File: src/rtl/gpio_irq_port.sv
module gpio_irq_port #(
  parameter int NPINS = 32,
  parameter int AW    = 8
) (
  input  logic             clk,
  input  logic             rst_n,
  input  logic             bus_wr,
  input  logic [AW-1:0]    bus_addr,
  input  logic [NPINS-1:0] bus_wdata,
  output logic [NPINS-1:0] bus_rdata,
  input  logic [NPINS-1:0] pin_in,
  output logic [NPINS-1:0] pin_out,
  output logic [NPINS-1:0] pin_oe,
  output logic             irq
);
  localparam logic [AW-1:0] A_OUT  = AW'('h00);
  localparam logic [AW-1:0] A_IN   = AW'('h04);
  localparam logic [AW-1:0] A_DIR  = AW'('h08);
  localparam logic [AW-1:0] A_POL  = AW'('h18);
  localparam logic [AW-1:0] A_BOTH = AW'('h1C);
  localparam logic [AW-1:0] A_PEND = AW'('h20);
  localparam logic [AW-1:0] A_LVL  = AW'('h2C);
  localparam logic [AW-1:0] A_ENS  = AW'('h30);
  localparam logic [AW-1:0] A_ENC  = AW'('h34);
  localparam logic [AW-1:0] A_OS   = AW'('h40);
  localparam logic [AW-1:0] A_OC   = AW'('h44);
  localparam logic [AW-1:0] A_DS   = AW'('h48);
  localparam logic [AW-1:0] A_DC   = AW'('h4C);

  logic [NPINS-1:0] out_q, dir_q, pol_q, both_q, lvl_q, pend_q, en_q;
  logic [NPINS-1:0] meta_q, sync_q, prev_q;
  logic [NPINS-1:0] rise, fall, evt, clr;

  function automatic logic hit(input logic [AW-1:0] a);
    return bus_wr && bus_addr == a;
  endfunction

  always_ff @(posedge clk or negedge rst_n)
    if (!rst_n) begin
      meta_q <= '0;
      sync_q <= '0;
      prev_q <= '0;
    end else begin
      meta_q <= pin_in;
      sync_q <= meta_q;
      prev_q <= sync_q;
    end

  assign rise = sync_q & ~prev_q;
  assign fall = ~sync_q & prev_q;

  always_comb
    for (int i = 0; i < NPINS; i++)
      if (lvl_q[i])      evt[i] = pol_q[i] ? ~sync_q[i] : sync_q[i];
      else if (both_q[i]) evt[i] = rise[i] | fall[i];
      else                evt[i] = pol_q[i] ? fall[i] : rise[i];

  assign clr = hit(A_PEND) ? bus_wdata : '0;

  always_ff @(posedge clk or negedge rst_n)
    if (!rst_n) begin
      out_q  <= '0;
      dir_q  <= '0;
      pol_q  <= '0;
      both_q <= '0;
      lvl_q  <= '0;
      pend_q <= '0;
      en_q   <= '0;
    end else begin
      if (hit(A_OUT))  out_q  <= bus_wdata;
      if (hit(A_OS))   out_q  <= out_q | bus_wdata;
      if (hit(A_OC))   out_q  <= out_q & ~bus_wdata;
      if (hit(A_DIR))  dir_q  <= bus_wdata;
      if (hit(A_DS))   dir_q  <= dir_q | bus_wdata;
      if (hit(A_DC))   dir_q  <= dir_q & ~bus_wdata;
      if (hit(A_POL))  pol_q  <= bus_wdata;
      if (hit(A_BOTH)) both_q <= bus_wdata;
      if (hit(A_LVL))  lvl_q  <= bus_wdata;
      if (hit(A_ENS))  en_q   <= en_q | bus_wdata;
      if (hit(A_ENC))  en_q   <= en_q & ~bus_wdata;
      pend_q <= (pend_q & ~clr) | evt;
    end

  always_comb
    case (bus_addr)
      A_OUT:   bus_rdata = out_q;
      A_IN:    bus_rdata = sync_q;
      A_DIR:   bus_rdata = dir_q;
      A_POL:   bus_rdata = pol_q;
      A_BOTH:  bus_rdata = both_q;
      A_PEND:  bus_rdata = pend_q;
      A_LVL:   bus_rdata = lvl_q;
      A_ENS:   bus_rdata = en_q;
      default: bus_rdata = '0;
    endcase

  assign pin_out = out_q;
  assign pin_oe  = dir_q;
  assign irq     = |(pend_q & en_q);


  out_set_chk: assert property (@(posedge clk) disable iff (!rst_n)
    hit(A_OS) |=> ((pin_out & $past(bus_wdata)) == $past(bus_wdata)));

  out_clr_chk: assert property (@(posedge clk) disable iff (!rst_n)
    hit(A_OC) |=> ((pin_out & $past(bus_wdata)) == '0));

  dir_set_chk: assert property (@(posedge clk) disable iff (!rst_n)
    hit(A_DS) |=> ((pin_oe & $past(bus_wdata)) == $past(bus_wdata)));

  dir_clr_chk: assert property (@(posedge clk) disable iff (!rst_n)
    hit(A_DC) |=> ((pin_oe & $past(bus_wdata)) == '0));

  evt_wins_chk: assert property (@(posedge clk) disable iff (!rst_n)
    (|evt) |=> ((pend_q & $past(evt)) == $past(evt)));

  pend_hold_chk: assert property (@(posedge clk) disable iff (!rst_n)
    (!hit(A_PEND) && evt == '0) |=> $stable(pend_q));

  irq_mask_chk: assert property (@(posedge clk) disable iff (!rst_n)
    (en_q == '0) |-> !irq);
endmodule

File: config.mk
export PLATFORM = sky130hd
export DESIGN_NAME = gpio_irq_port
export DESIGN_NICKNAME = d
export VERILOG_FILES = /design/src/rtl/gpio_irq_port.sv
export SDC_FILE = /design/constraint.sdc
export NUM_CORES = 1
export LEC_CHECK = 0
export ABC_AREA = 0
export BUFFER_PORTS_ARGS = -buffer_cell sky130_fd_sc_hd__buf_4
export CAP_MARGIN = 25
export CELL_PAD_IN_SITES_DETAIL_PLACEMENT = 1
export CELL_PAD_IN_SITES_GLOBAL_PLACEMENT = 1
export CORE_UTILIZATION = 45
export DETAILED_ROUTE_END_ITERATION = 12
export GPL_TIMING_DRIVEN = 0
export PLACE_DENSITY_LB_ADDON = 0.1
export SLEW_MARGIN = 20
export SYNTH_ARGS = -nofsm -noshare
export SYNTH_HDL_FRONTEND = slang
export SYNTH_SLANG_ARGS = --single-unit
File: constraint.sdc
create_clock -name clk -period 4.7 [get_ports clk]
set_clock_uncertainty 0.15 [all_clocks]
set_input_delay 1.41 -clock clk [delete_from_list [all_inputs] [get_ports clk]]
set_output_delay 1.41 -clock clk [all_outputs]
set_load 0.02 [all_outputs]
Yosys cells after proc, flatten, opt, wreduce, memory -nomap -nowiden
Index checks and enable logic that the tools add are counted.
Widths: inputs -> output; s select.
{"block": "op_classes", "n_mux": 138, "n_eq_ne": 12, "n_reduce_logical": 17, "bitwise_logic": 79}
{"operator": "$mux 32", "count": 9}
{"operator": "$pmux 32 s8", "count": 1}
{"operator": "$and 32x32->32", "count": 7}
{"operator": "$mux 1", "count": 128}
{"operator": "$not 32->32", "count": 4}
{"operator": "$or 32x32->32", "count": 4}
{"operator": "$eq 8x6->1 const B", "count": 4}
{"operator": "$eq 8x7->1 const B", "count": 4}
{"operator": "$not 1->1", "count": 32}
{"operator": "$or 1x1->1", "count": 32}
{"operator": "$reduce_or 32->1", "count": 1}
{"operator": "$eq 8x5->1 const B", "count": 2}
{"operator": "$logic_and 1x1->1", "count": 12}
{"operator": "$eq 8x3->1 const B", "count": 1}
{"operator": "$eq 8x4->1 const B", "count": 1}
{"operator": "$logic_not 8->1", "count": 1}
{"operator": "$reduce_bool 3->1", "count": 2}
{"operator": "$reduce_bool 2->1", "count": 1}
{"block": "totals", "output_inout_bits": 97, "regBits": 320, "inputBits": 75}

Depth between registers and ports, before layout
{"block": "logic_depth", "word_depth": 6, "ltp_mapped": 8}

Worst setup path after synthesis
No wires, ideal clock.
{"block": "synth_path", "path_kind": "input -> output", "startpoint": "in bus_addr[4]", "endpoint": "out bus_rdata[29]", "n_path_buf": 2, "arrival_ns": 2.957, "cell_stages": 6, "setup_slack_ns": 0.183, "path_cell_list": "buf_2 > buf_6 > or4b_2 > nor2_1 > a22oi_1 > nand3_1"}
{"block": "synth_via", "elab_chain_cells": 2, "elab_cells_between_ends": 9, "classes_between": "eq/ne: 7; mux: 1; reduce/logical: 1"}
{"element": "start: declaration", "line_no": "8", "source": "input logic [AW-1:0] bus_addr,"}
{"element": "$eq 8x6->1, or another cell as far along", "line_no": "85", "source": "case (bus_addr)"}
{"element": "$pmux 32 s8 *", "line_no": "85"}
{"element": "end: declaration", "line_no": "10", "source": "output logic [NPINS-1:0] bus_rdata,"}
Every way passes the cells marked *; elsewhere a longest branch is shown, timed or not.

Final worst setup path
{"block": "layout_path", "startpoint": "in bus_addr[6]", "endpoint": "out bus_rdata[16]"}
Same word-level chain as after synthesis.

==> impl_summary.log <==
[metrics] outcome: complete, but fails checks
[metrics] violations in the final reports: design-rule violations
[metrics] first-pass iteration count of the detailed router: 9
[metrics] via count: 13000
[metrics] data required time of the worst path: 3.14 ns
[metrics] post-route standard cell area excluding fillers: 0.0198 mm²
[metrics] GR Overflow Total: 0
[metrics] number of I/O port buffers: 137
[metrics] # H-tree levels: 2
[metrics] capture point of the critical path: bus_rdata[16]
[metrics] total detailed-routing wirelength: 57.3 mm
[metrics] endpoint kind of the worst setup timing path: primary output
[metrics] Floorplan Core Area: 0.0357 mm²
[metrics] clock buffer depth: 3
[metrics] number of cells on the worst hold path: 0
[metrics] shortest clock period the worst path allows after layout: 4.68 ns
[metrics] Syn Nets: 1640
[metrics] clock tree from TritonCTS: done
[metrics] Avg Vias per Cell: 5.97
[metrics] mapped cell area: 0.0164 mm²
[metrics] RSZ-0062 raised after global routing: true
[metrics] final worst-path cycle share: 0.996
[metrics] most area-consuming cells after synthesis: sky130_fd_sc_hd__dfrtp_1, sky130_fd_sc_hd__mux2_2, sky130_fd_sc_hd__nand2_1
[metrics] number of setup violations in the final report: 0
[metrics] starting utilization of the core area: 0.459
[metrics] number of nets in the final layout: 1830
[metrics] cell depth of the worst flop-to-flop path: 6
[metrics] Post-Route Setup TNS: 0 ns
[metrics] distinct cell type count of the synthesized netlist: 58
[metrics] post-detailed-route wirelength per cell: 26.3 µm
[metrics] root buffer selected by CTS: sky130_fd_sc_hd__clkbuf_16
[metrics] most area-hungry cell type in the Yosys netlist: sky130_fd_sc_hd__dfrtp_1
[metrics] standard cell area after detailed placement: 0.0181 mm²
[metrics] endpoint of the lowest-slack register-to-register path: pend_q[0]
[metrics] count of filler cells inserted in the layout: 3846
[metrics] Area growth, synth to finish: 20.8%
[metrics] power per cell area: 353 mW/mm²
[metrics] most instantiated flip-flop cell in the synthesis netlist: sky130_fd_sc_hd__dfrtp_1
[metrics] worst flop-to-flop path startpoint: sync_q[0]
[metrics] number of global-route vias before repair: 13500
[metrics] insertion delay to the later sink of the worst-skew pair: 0.55 ns
[metrics] cell count after synthesis: 1501
[metrics] origin of the worst setup path: bus_addr[6]
[metrics] number of DRC markers in iteration 0: 935
[metrics] most frequent cells in the layout: sky130_fd_sc_hd__dfrtp_1, sky130_fd_sc_hd__nand2_1, sky130_fd_sc_hd__buf_4
[metrics] CP max FO: 10
[metrics] Chip Height: 193 µm
[metrics] maximum capacitance violations: 0
[metrics] Hold Violations, Final: 0
[metrics] estimated wirelength of the detail-placed design: 39.7 mm
[metrics] floorplan row count: 69
[metrics] most common cell after layout, fill and taps aside: sky130_fd_sc_hd__dfrtp_1
[metrics] Global Route Usage Sum: 0.315
[metrics] antenna violations before repair: 2
[metrics] clock slew seen by the registers of the worst setup and hold paths: 0.06 ns
[metrics] number of flops mapped to enable cells by yosys: 0
[metrics] Worst VDD drop: 0.250 mV
[metrics] mean instance size in the synthesized netlist: 10.9 µm²
[metrics] total of warnings raised by yosys: 0
[metrics] slew margin rel.: 0.291
[metrics] pin count of the biggest net entering global routing: 86
[metrics] sequential element share of the synthesized area: 0.490
[metrics] leakage power: 9.53 nW
[metrics] I/O Pins: 172
[metrics] first-pass GRT wire length: 85.3 mm
[metrics] weighted congestion reported at the end of routability-driven placement: 0.887
[metrics] die area: 0.0371 mm²
[metrics] Die X: 193 µm
[metrics] f_max: 214 MHz
[metrics] class of the tightest hold or removal check: flip-flop to flip-flop
[metrics] number of hold buffers added after CTS: 0
[metrics] crit path kind: input pin to primary output
[metrics] fraction of post-synthesis cell area in the top cell type by area: 0.490
[metrics] reg2reg setup slack: 2.81 ns
[metrics] actual slew at the worst max-slew pin: 1.06 ns
[metrics] data arrival time of the critical path: 3.12 ns
[metrics] number of synthesized register bits: 320
[metrics] fraction of layout instances using a drive strength above 1: 0.269
[metrics] pins over their slew limit: 0
[metrics] Num CTS Buffers: 38
[metrics] Synth async-reset ratio: 1.00
[metrics] Residual DRC: 14
[metrics] number of sinks handled by clock tree synthesis: 320
[metrics] Detail Route Antenna Nets: 0
[metrics] startpoint types: input pin
==> flip-flops by register name, indices dropped and copies added (netlist names), named ones only <==
register  count
both_q       32
lvl_q        32
meta_q       32
pend_q       32
pin_oe       32
pin_out      32
pol_q        32
prev_q       32
sync_q       32
==> where the power goes <==
group | internal [W] | switching [W]
Clock | 0.00183 | 0.00118
Combinational | 0.000362 | 0.000475
Sequential | 0.00292 | 0.000205
==> logic make-up after synthesis <==
kind of cell | count (synthesis) | share of synthesized area
flip-flops | 320 | 0.490
AND/OR/NAND/NOR | 303 | 0.0855
multiplexers | 215 | 0.149
AO/OA/AOI/OAI | 356 | 0.150
buffers and inverters | 211 | 0.0588
XOR/XNOR | 32 | 0.0171
adder cells (fa/ha/maj) | 64 | 0.0490
==> per-stage QoR <==
stage	setup WS (ns)	power, W	std cells	util	hold slack, ns
2_1_floorplan	0.183	0.00356	1501	-	0.181
3_3_place_gp	-1.44	0.00392	2099	0.504	0.183
3_5_place_dp	-0.945	0.00398	2104	0.508	0.186
4_1_cts	0.00401	0.00703	2173	0.551	0.199
5_1_grt	-0.00547	0.00723	2178	0.554	0.198
6_report	0.0180	0.00698	2178	0.554	0.194
==> worst min-delay path by stage <==
stage,from,endpoint,slack (ns)
finish,meta_q[20],sync_q[20],0.19
global route,meta_q[25],sync_q[25],0.20
CTS,meta_q[25],sync_q[25],0.20
detailed placement,meta_q[14],sync_q[14],0.19
global placement,meta_q[1],sync_q[1],0.18
floorplan,meta_q[0],sync_q[0],0.18
==> cell usage after synthesis (3+ instances only) <==
library cell	count
sky130_fd_sc_hd__ha_1	64
sky130_fd_sc_hd__o211ai_1	36
sky130_fd_sc_hd__o2bb2ai_1	6
sky130_fd_sc_hd__nor2b_1	4
sky130_fd_sc_hd__a221o_1	6
sky130_fd_sc_hd__a21o_1	32
sky130_fd_sc_hd__o21ai_0	130
sky130_fd_sc_hd__or4_1	3
sky130_fd_sc_hd__buf_2	52
sky130_fd_sc_hd__o22ai_1	11
sky130_fd_sc_hd__buf_12	3
sky130_fd_sc_hd__nand2_1	226
sky130_fd_sc_hd__a22o_1	39
sky130_fd_sc_hd__a22oi_1	46
sky130_fd_sc_hd__nand4_1	11
sky130_fd_sc_hd__clkbuf_1	48
sky130_fd_sc_hd__mux2_4	30
sky130_fd_sc_hd__dfrtp_1	320
sky130_fd_sc_hd__and4_1	6
sky130_fd_sc_hd__inv_1	97
sky130_fd_sc_hd__o32ai_1	13
sky130_fd_sc_hd__nor3_1	3
sky130_fd_sc_hd__a32oi_1	7
sky130_fd_sc_hd__o2111ai_1	8
sky130_fd_sc_hd__o22a_1	4
sky130_fd_sc_hd__nor2_1	12
sky130_fd_sc_hd__xor2_1	32
sky130_fd_sc_hd__and3_1	5
sky130_fd_sc_hd__mux2_2	112
sky130_fd_sc_hd__mux2i_1	72
sky130_fd_sc_hd__or3_1	3
sky130_fd_sc_hd__buf_4	3
sky130_fd_sc_hd__buf_6	6
sky130_fd_sc_hd__a211o_1	12
sky130_fd_sc_hd__nand3_1	10
==> worst max-delay path, cell delays in order <==
cell	delay [ns]
sky130_fd_sc_hd__buf_4	0.14
sky130_fd_sc_hd__clkbuf_4	0.21
sky130_fd_sc_hd__or4b_4	0.50
sky130_fd_sc_hd__buf_6	0.19
sky130_fd_sc_hd__nor2_8	0.21
sky130_fd_sc_hd__a22oi_1	0.12
sky130_fd_sc_hd__nand4_1	0.16
sky130_fd_sc_hd__buf_4	0.17
==> layer usage <==
metal | vias to the layer above | track usage | share of wire
met5 | - | 0 | 0.00019
met4 | 2 | 0.131 | 0.039
met3 | 127 | 0.0511 | 0.057
met2 | 452 | 0.500 | 0.47
met1 | 6723 | 0.428 | 0.44
li1 | 5697 | - | -
==> final cells by class <==
type                            instances  area, µm²  share of cell area
Tap cell                              461        577              0.0292
Inverter                               97        364              0.0184
Antenna cell                            1       2.50            0.000127
Buffer                                109        714              0.0362
Clock buffer                           57       1180              0.0595
Sequential cell                       320       8010               0.405
Timing Repair Buffer                  155       1320              0.0665
Multi-Input combinational cell        970       7500               0.380
Clock inverter                          8        100             0.00507
==> repair_timing <==
| item | in CTS | in global routing |
|---|---|---|
| buffers inserted | 9 | 3 |
| pin swaps | 4 | 3 |
| gates cloned | 0 | 0 |
| setup endpoints to repair | 32 | 28 |
| endpoints found under the hold margin | 0 | 0 |
| resized for setup | 64 | 23 |
Power figures use the tool's default switching activity.
